==> src/rtl/rra_pkg.sv <==
package rra_pkg;
  parameter int unsigned NUM_PORTS = 5;
  localparam int unsigned SEL_W = $clog2(NUM_PORTS);
endpackage

==> src/rtl/rra_prio_block.sv <==
// One rotated priority selector: scans req starting at START, outputs one-hot.
module rra_prio_block #(
  parameter int unsigned N     = 5,
  parameter int unsigned START = 0
) (
  input  logic [N-1:0] req,
  output logic [N-1:0] hit
);
  always_comb begin
    logic found;
    hit   = '0;
    found = 1'b0;
    for (int i = 0; i < int'(N); i++) begin
      int p;
      p = (int'(START) + i) % int'(N);
      if (!found && req[p]) begin
        hit[p] = 1'b1;
        found  = 1'b1;
      end
    end
  end
endmodule

==> src/rtl/rra_ring_counter.sv <==
// One-hot token ring; on load, takes the seed shifted one place (last stage feeds first).
module rra_ring_counter #(
  parameter int unsigned N = 5
) (
  input  logic         clk,
  input  logic         rst_n,
  input  logic         load,
  input  logic [N-1:0] seed,
  output logic [N-1:0] token
);
  always_ff @(posedge clk or negedge rst_n) begin
    if (!rst_n)    token <= N'(1);
    else if (load) token <= {seed[N-2:0], seed[N-1]};
  end
endmodule

==> src/rtl/rra_or_merge.sv <==
// Gates each selector's output by its token bit and ORs the results together.
module rra_or_merge #(
  parameter int unsigned N = 5
) (
  input  logic [N-1:0]        token,
  input  logic [N-1:0][N-1:0] hits,
  output logic [N-1:0]        pick
);
  always_comb begin
    pick = '0;
    for (int k = 0; k < int'(N); k++)
      if (token[k]) pick = pick | hits[k];
  end
endmodule

==> src/rtl/rr_ring_arbiter.sv <==
module rr_ring_arbiter #(
  parameter int unsigned N_PORTS = rra_pkg::NUM_PORTS,
  localparam int unsigned SEL_W  = $clog2(N_PORTS)
) (
  input  logic               clk,
  input  logic               rst_n,
  input  logic [N_PORTS-1:0] req,
  input  logic               done,
  output logic [N_PORTS-1:0] grant,
  output logic [SEL_W-1:0]   sel,
  output logic               grant_vld
);
  logic [N_PORTS-1:0]              tok;
  logic [N_PORTS-1:0][N_PORTS-1:0] hits;
  logic [N_PORTS-1:0]              pick;
  logic                            release_now;

  function automatic logic [SEL_W-1:0] encode(input logic [N_PORTS-1:0] oh);
    logic [SEL_W-1:0] r;
    r = '0;
    for (int i = 0; i < int'(N_PORTS); i++)
      if (oh[i]) r = r | SEL_W'(i);
    return r;
  endfunction

  assign release_now = grant_vld & done;

  rra_ring_counter #(.N(N_PORTS)) u_ring (
    .clk(clk), .rst_n(rst_n), .load(release_now), .seed(grant), .token(tok)
  );

  for (genvar k = 0; k < int'(N_PORTS); k++) begin : g_blk
    rra_prio_block #(.N(N_PORTS), .START(k)) u_blk (.req(req), .hit(hits[k]));
  end

  rra_or_merge #(.N(N_PORTS)) u_merge (.token(tok), .hits(hits), .pick(pick));

  always_ff @(posedge clk or negedge rst_n) begin
    if (!rst_n) begin
      grant     <= '0;
      grant_vld <= 1'b0;
      sel       <= '0;
    end else if (!grant_vld) begin
      if (|pick) begin
        grant     <= pick;
        grant_vld <= 1'b1;
        sel       <= encode(pick);
      end
    end else if (done) begin
      grant     <= '0;
      grant_vld <= 1'b0;
    end
  end
endmodule

==> config.mk <==
export PLATFORM = sky130hd
export DESIGN_NAME = rr_ring_arbiter
export DESIGN_NICKNAME = d
export VERILOG_FILES = /design/src/rtl/rra_pkg.sv /design/src/rtl/rra_prio_block.sv /design/src/rtl/rra_ring_counter.sv /design/src/rtl/rra_or_merge.sv /design/src/rtl/rr_ring_arbiter.sv
export SDC_FILE = /design/constraint.sdc
export NUM_CORES = 1
export LEC_CHECK = 0
export BUFFER_PORTS_ARGS = -buffer_cell sky130_fd_sc_hd__buf_2
export CAP_MARGIN = 10
export CORE_ASPECT_RATIO = 0.8
export CORE_MARGIN = 4
export CORE_UTILIZATION = 30
export DETAILED_ROUTE_END_ITERATION = 12
export PLACE_DENSITY = 0.47
export SLEW_MARGIN = 30
export SYNTH_ARGS = -nofsm -noshare
export SYNTH_HDL_FRONTEND = slang
export SYNTH_HIERARCHICAL = 1
export SYNTH_SLANG_ARGS = --single-unit
export TNS_END_PERCENT = 100
==> constraint.sdc <==
create_clock -name clk -period 4.3 [get_ports clk]
set_input_delay 0.43 -clock clk [delete_from_list [all_inputs] [get_ports clk]]
set_output_delay 0.43 -clock clk [all_outputs]
set_load 0.01 [all_outputs]
; ---- Yosys cells after proc, flatten, opt, wreduce, memory -nomap -nowiden
; Cells that the tools add are included.
[totals]
ff_bits = 14
word_cells = 110
[classes]
eq_ne = 1
muxes = 55
n_bitwise = 6
reduce_logical = 44
[ops]
columns = cell, n
row1 = 2-to-1 mux 1 bit, 44
row2 = 2-to-1 mux 5 bit, 8
row3 = logical AND 1 bit, 20
row4 = zero test 1 bit, 20
row5 = bitwise OR 5 bit, 4
row6 = OR reduction 5 bit, 1
row7 = 2-to-1 mux 2 bit, 2
row8 = AND reduction 2 bit, 2
row9 = 2-to-1 mux 3 bit, 1
row10 = "inequality test 2 bit, second input constant", 1
row11 = nonzero test 2 bit, 1
row12 = bitwise AND 1 bit, 1
row13 = NOT 1 bit, 1

; ---- Longest topological paths before layout
; Gate-level depths: netlist (run 1).
[logic_depth]
depth_word = 26
mapped_depth = 7
depth_no_buf = 7

; ---- Cells and area by module
; The synthesis (run 1) kept the hierarchy.
[modules_own_cells]
columns = mod, instances, cells_per_inst, area_per_inst_um2
row1 = rr_ring_arbiter, 1, 43, 404.1
row2 = rra_prio_block, 5, 6, 55.1
row3 = rra_ring_counter, 1, 10, 182.7
row4 = rra_or_merge, 1, 15, 106.4

; ---- Least setup slack after synthesis (run 1)
; Ideal clock, no wire load.
[synth_timing]
path_type = input to register
from = input req[3]
to = register grant[4]
setup_time_ns = 0.076
arrival_ns = 1.512
path_slack_ns = 2.712
stages = 6
path_buffers = 0
path_cell_list = nor4b_2 -> a222oi_1 -> nand2_1 -> nor3_1 -> a21oi_2 -> o21ai_1
[synth_rtl]
columns = element, line
row1 = "start, declared", rr_ring_arbiter.sv:7  ; input logic [N_PORTS-1:0] req,
row2 = logical AND 1 bit, rra_prio_block.sv:16  ; if (!found && req[p]) begin
row3 = 2-to-1 mux 1 bit, rra_prio_block.sv:16
row4 = 2-to-1 mux 5 bit, rra_or_merge.sv:12  ; if (token[k]) pick = pick | hits[k];
row5 = bitwise OR 5 bit, rra_or_merge.sv:12
row6 = 2-to-1 mux 5 bit, rra_or_merge.sv:12
row7 = bitwise OR 5 bit, rra_or_merge.sv:12
row8 = 2-to-1 mux 5 bit, rra_or_merge.sv:12
row9 = bitwise OR 5 bit, rra_or_merge.sv:12
row10 = 2-to-1 mux 5 bit, rra_or_merge.sv:12
row11 = bitwise OR 5 bit, rra_or_merge.sv:12
row12 = 2-to-1 mux 5 bit *, rra_or_merge.sv:12
row13 = named net pick[3], rr_ring_arbiter.sv:15  ; logic [N_PORTS-1:0] pick;
row14 = OR reduction 5 bit *, rr_ring_arbiter.sv:44  ; if (|pick) begin
row15 = nonzero test 2 bit (no source line) *, n/a
row16 = AND reduction 2 bit (no source line) *, n/a
row17 = "end signal, assigned", rr_ring_arbiter.sv:45  ; grant <= pick;
row18 = "end, declared", rr_ring_arbiter.sv:9  ; output logic [N_PORTS-1:0] grant,
; Mark *: on every way through the listed nets, which the timed path passes. The rest lies on a longest branch. The select of a mux whose other input is x is not followed.
; A chain may end at the register's enable or synchronous reset.

==> results of run 1 <==
[layer usage]
layer,share of wire [%],wire length [um],vias to the layer above
li1,-,-,392
met1,52,1120,372
met2,43,923,9
met3,4.1,89,5
met4,1.5,32,0
met5,0,0,-
[cells in the mapped netlist]
library cell	number	area, um2
nand2b_1	6	37.5
nor4b_2	5	75.1
and2_1	1	6.26
a21oi_1	2	10.0
buf_2	1	5.00
a31oi_1	2	12.5
nor2b_1	6	37.5
dfrtp_1	13	325
inv_1	8	30.0
nor3_4	1	16.3
a222oi_1	5	50.1
dfstp_2	1	26.3
a22oi_1	5	37.5
mux2_2	5	56.3
o21ai_0	4	20.0
o21ai_1	4	20.0
nand2_1	7	26.3
nor3b_1	5	37.5
a21oi_2	1	8.76
nor2_1	2	7.51
o22ai_1	2	12.5
nor4_2	5	62.6
buf_4	5	37.5
nor3_1	2	10.0
[path summary, 6_finish.rpt]
path | startpoint | to | cells after the start
min in group clk | done | grant[3]$_DFFE_PN0P_ | 4
worst max register to register | u_ring/token[4]$_DFFE_PN0P_ | grant[4]$_DFFE_PN0P_ | 5
max in group asynchronous | rst_n | u_ring/token[0]$_DFFE_PN1P_ | 1
worst max-delay path | req[2] | grant[4]$_DFFE_PN0P_ | 8
worst min-delay path | rst_n | sel[1]$_DFFE_PN0P_ | 1
worst min register to register | sel[0]$_DFFE_PN0P_ | sel[0]$_DFFE_PN0P_ | 2
[per-stage QoR]
stage                     utilization, %  area (um2)  hold WS [ps]  std cells
final                               36.0        1110          69.8        152
after global routing                36.0        1110          96.3        152
after CTS                           36.0        1110          81.2        152
after detailed placement            34.2        1060           345        148
after global placement              34.2        1060           343        148
after floorplan                        -         968           134         98
[logic make-up after synthesis]
logic type,count (synthesis),synth area share (%)
muxes,5,5.81
buffers and inverters,14,7.49
DFF,14,36.3
AOI/OAI and AO/OA,25,17.7
and+or+nand+nor,40,32.7
[state kept, by name, summed over array words and instances, names as in the netlist]
name and cells:
sel 3, grant_vld 1, u_ring/token 5, grant 5
[power by group through the flow]
stage / sequential [W] / clock, W / combinational [W]
3_5_place_dp: 0.000134 / 0 / 0.0000259
6_report: 0.000132 / 0.000128 / 0.0000255
3_3_place_gp: 0.000134 / 0 / 0.0000252
2_1_floorplan: 0.000134 / 0 / 0.0000120
4_1_cts: 0.000132 / 0.000132 / 0.0000260
5_1_grt: 0.000132 / 0.000138 / 0.0000288
[final cells by class]
class	instances	share of cell area [%]
Tap cell	40	4.50
Sequential cell	14	31.6
Multi-Input combinational cell	70	49.0
Clock buffer	4	4.95
Inverter	8	2.70
Timing Repair Buffer	16	7.21
==> results.ini, run 1 <==
[floorplanning]
io-pin-count=17
start_util_pct=31.4
die_x_um=71.5
design.core.area_um2=3090
dieArea_um2=4210
rows=18
die_h_um=58.8

[timing]
slew_headroom_pct=73.2
finClkSkew_ps=2.17
setup_viol=0
worstMarginPinSlew_ps=402
period_share_pct=44.3
fmaxAchievable_ghz=0.524
fin_crit_ps=1910
rsz0062_at_grt=no
final_max_slew_viol_count=0
setup_ws_ps=2390
setup_tns_ps=0
hold_violations=0

[critical_path]
critPathBufInv=1
crit_required_ps=4470
max_stage_delay_ps=390
start_kind=input pin
path_class=input pin to register
cp_top_family=simple AND/OR/NAND/NOR gates
worstSetupEndpointType=register
crit_slowest_cell=a222oi_1
path_cells=buf_2 -> nand2b_1 -> nor4_2 -> a222oi_1 -> nand2_1 -> nor3_1 -> a21oi_2 -> o21ai_1
r2r_slack_ps=2570
critPathArrivalTime_ps=2080
critPathMaxFanout=15

[global_routing]
grt_util_met1_pct=16.2
grt_pass1_wl_um=3680
met2_usage_pct=15.8
antenna_found_initial=0
grt.total_usage_pct=11.4
grt_pass1_vias=733
overflow=0
grt_max_degree=16
gr-usage-met3_pct=3.75
grt-busiest-layer=met1

[clocking]
cts_resized=0
cts_root_buf=clkbuf_8
cts_hold_buf=0
insertion_delay_ps=250
cts_setup_buffers=0
cts_num_sinks=14
cts_buffers=3
clkTransAtPathRegs_ps=60
cts_tree=built
clock_path_buffers=2
cts.htree.levels=1

[cells_and_area]
syn2layout_area_growth_pct=14.7
mostFrequentLayoutCells=16 x buf_2, 13 x dfrtp_1, 8 x inv_1
multi_input_area_um2=544
fillers=313
drive_above_1_share_pct=33.9
antennaDiodeCount=0
final_common_cell=buf_2
regArea_um2=352
fin_nets=121

[synthesis]
ys_seq_area_share_pct=36.3
synthesis.instances=98
synth_seq_cells=14
synthDistinctLibCells=24
avgSynthCellArea_um2=9.88
yosysWarnings=6
syn_nets=106
syn_area_um2=968

[min_path]
hp-class=input pin to asynchronous set/reset pin

[outcome]
run_status=complete, no violations

[pwr]
power_density_nw_per_um2=257
totalPowerFinal_w=0.000286
p_leak_nw=0.460
p_comb_share_pct=8.9
internal_power_w=0.000222
p_switching_w=0.0000640
seqPwrFrac_pct=46.2
clockPowerShare_pct=44.9
ir_drop_mv=0.126
p_sw_share_pct=22.4

[job]
drv_cap=0

[route]
first_pass_iters=4
wl_um=2170
drc=0
vias=778
wl_per_cell_um=14.2
first_iter_violations=96
viasPerCell=5.12
ant_nets=0

[place]
place.port_buffers=16
dp_hpwl_um=1540
place_ws_ps=2120
place_congestion=0.830

No activity file was read; power rests on OpenSTA's default activity.
==> inputs of run 2 (changes only) <==
clock period = 1.9 ns   (was 4.3 ns; I/O delays follow)
==> results.ini, run 2 (synthesized netlist as in run 1, its figures left out) <==
[timing]
setup_tns_ps=0  ; unchanged
slew_headroom_pct=72.0  ; -1.1 points
period_share_pct=86.9
hold_violations=0  ; unchanged
worstMarginPinSlew_ps=419  ; +16.9 ps
rsz0062_at_grt=no
fmaxAchievable_ghz=0.606
fin_hold_ws_ps=252  ; +182 ps
final_max_slew_viol_count=0  ; unchanged
fin_crit_ps=1650
setup_viol=0  ; unchanged
finClkSkew_ps=2.16  ; -0.0118 ps

[cells_and_area]
antennaDiodeCount=0  ; unchanged
multi_input_area_um2=544  ; unchanged
fin_nets=129  ; +6.6%
reg_top3=grant (5), u_ring/token (5), sel (3)
regArea_um2=352  ; unchanged
fin_cells=160  ; +5.3%
stdcell_area_um2=1170  ; +5.6%
fillers=295  ; -5.8%
drive_above_1_share_pct=37.5  ; +3.6 points
mostFrequentLayoutCells=16 x buf_2, 13 x dfrtp_1, 8 x inv_1
syn2layout_area_growth_pct=21.2
final_common_cell=buf_2

[route]
ant_nets=0  ; unchanged
vias=828  ; +6.4%
drc=0  ; unchanged
first_pass_iters=6  ; +2
wl_um=2240  ; +3.2%
viasPerCell=5.18  ; +1.1%
wl_per_cell_um=14.0  ; -1.9%
first_iter_violations=99  ; +3.1%

[clocking]
cts_root_buf=clkbuf_8
cts_num_sinks=14  ; unchanged
cts_tree=built
cts.htree.levels=1  ; unchanged
clkTransAtPathRegs_ps=60  ; about the same
cts_setup_buffers=0  ; unchanged
cts_resized=0  ; unchanged
clock_path_buffers=2  ; unchanged
cts_buffers=3  ; unchanged
insertion_delay_ps=240  ; about the same

[global_routing]
grt_pass1_wl_um=3840  ; +4.5%
overflow=0  ; unchanged
grt.total_usage_pct=11.8  ; +0.37 points
grt_pass1_vias=803  ; +9.5%
antenna_found_initial=0  ; unchanged
grt_max_degree=16  ; unchanged

[job]
drv_cap=0  ; unchanged

[critical_path]
worstReg2RegStart=u_ring/token[4]$_DFFE_PN0P_
rr_worst_depth=5  ; unchanged
start_kind=register
critPathMaxFanout=6  ; -9
reg2reg_to=grant[1]$_DFFE_PN0P_
critPathArrivalTime_ps=1820  ; -260 ps
worstSetupStartpoint=u_ring/token[4]$_DFFE_PN0P_
crit_end=grant[1]$_DFFE_PN0P_
path_class=register to register
crit_required_ps=2060  ; -2410 ps
worstSetupEndpointType=register
r2r_slack_ps=250  ; -2320 ps

[floorplanning]
rows=18  ; unchanged
die_x_um=71.5  ; unchanged
die_h_um=58.8  ; unchanged
io-pin-count=17  ; unchanged
dieArea_um2=4210  ; unchanged
start_util_pct=31.4  ; unchanged
design.core.area_um2=3090  ; unchanged

[place]
place.port_buffers=16  ; unchanged
dpl.cell_count=155  ; +4.7%
place_congestion=0.790  ; -4.8%
dp_hpwl_um=1700  ; +11%
dpl_cell_area_um2=1110  ; +5.0%

[pwr]
ir_drop_mv=0.390  ; +210%
power_density_nw_per_um2=556  ; +120%
clockPowerShare_pct=44.3  ; -0.6 points
seqPwrFrac_pct=45.8  ; -0.4 points
totalPowerFinal_w=0.000652  ; +130%
p_comb_share_pct=9.9  ; +1.0 points
p_leak_nw=0.501  ; +8.8%
p_sw_share_pct=22.3  ; -0.11 points
internal_power_w=0.000507  ; +130%
p_switching_w=0.000145  ; +130%

[min_path]
hold_depth=4
hp-start=done
hp-class=input pin to register

[outcome]
run_status=complete, no violations

-- run 2: cell count changes in the layout (fill, tap and decap cells not counted) --
cell and delta:
buf_4 +7, dlygate4sd3_1 +1
-- run 2: worst min-delay path by stage --
stage / endpoint
after global routing: grant[3]$_DFFE_PN0P_
after CTS: grant[3]$_DFFE_PN0P_
after detailed placement: grant_vld$_DFF_PN0_
after global placement: grant_vld$_DFF_PN0_
after floorplan: grant[0]$_DFFE_PN0P_
final: grant[3]$_DFFE_PN0P_
-- run 2: final cells by class --
class                   count  area share, %
flip-flops and latches     14           30.0
clock buffers               4           4.69
inverters                   8           2.56
well taps                  40           4.26
multi-input cells          70           46.4
repair buffers             24           12.2
-- run 2: critical path, stage by stage, from the launching register on --
cell	delay [ps]
dfrtp_1	430
a222oi_1	440
nand2_1	130
nor3_1	300
a21oi_2	140
o22ai_1	130
-- run 2: through the flow --
stage | setup slack (ps) | util, %
floorplan | 486 | -
global placement | 37.7 | 35.9
detailed placement | 63.7 | 35.9
CTS | 279 | 38.0
global route | 112 | 38.0
finish | 249 | 38.0
-- run 2: power by group through the flow --
stage	registers, W	clock network, W	logic, W
3_3_place_gp	0.000304	0	0.0000628
3_5_place_dp	0.000304	0	0.0000634
2_1_floorplan	0.000304	0	0.0000273
4_1_cts	0.000298	0.000299	0.0000650
5_1_grt	0.000298	0.000325	0.0000711
6_report	0.000298	0.000289	0.0000646
-- run 2: repair_timing --
action,in CTS,in global routing
endpoints found under the hold margin,13,0
endpoints found under the setup margin,0,0
hold buffers,1,0
-- run 2: per-layer routing --
metal	track usage [%]	share of wire, %
met5	0	0
met2	16.8	45
met4	3.22	1.1
met3	3.75	5.3
met1	17.2	49
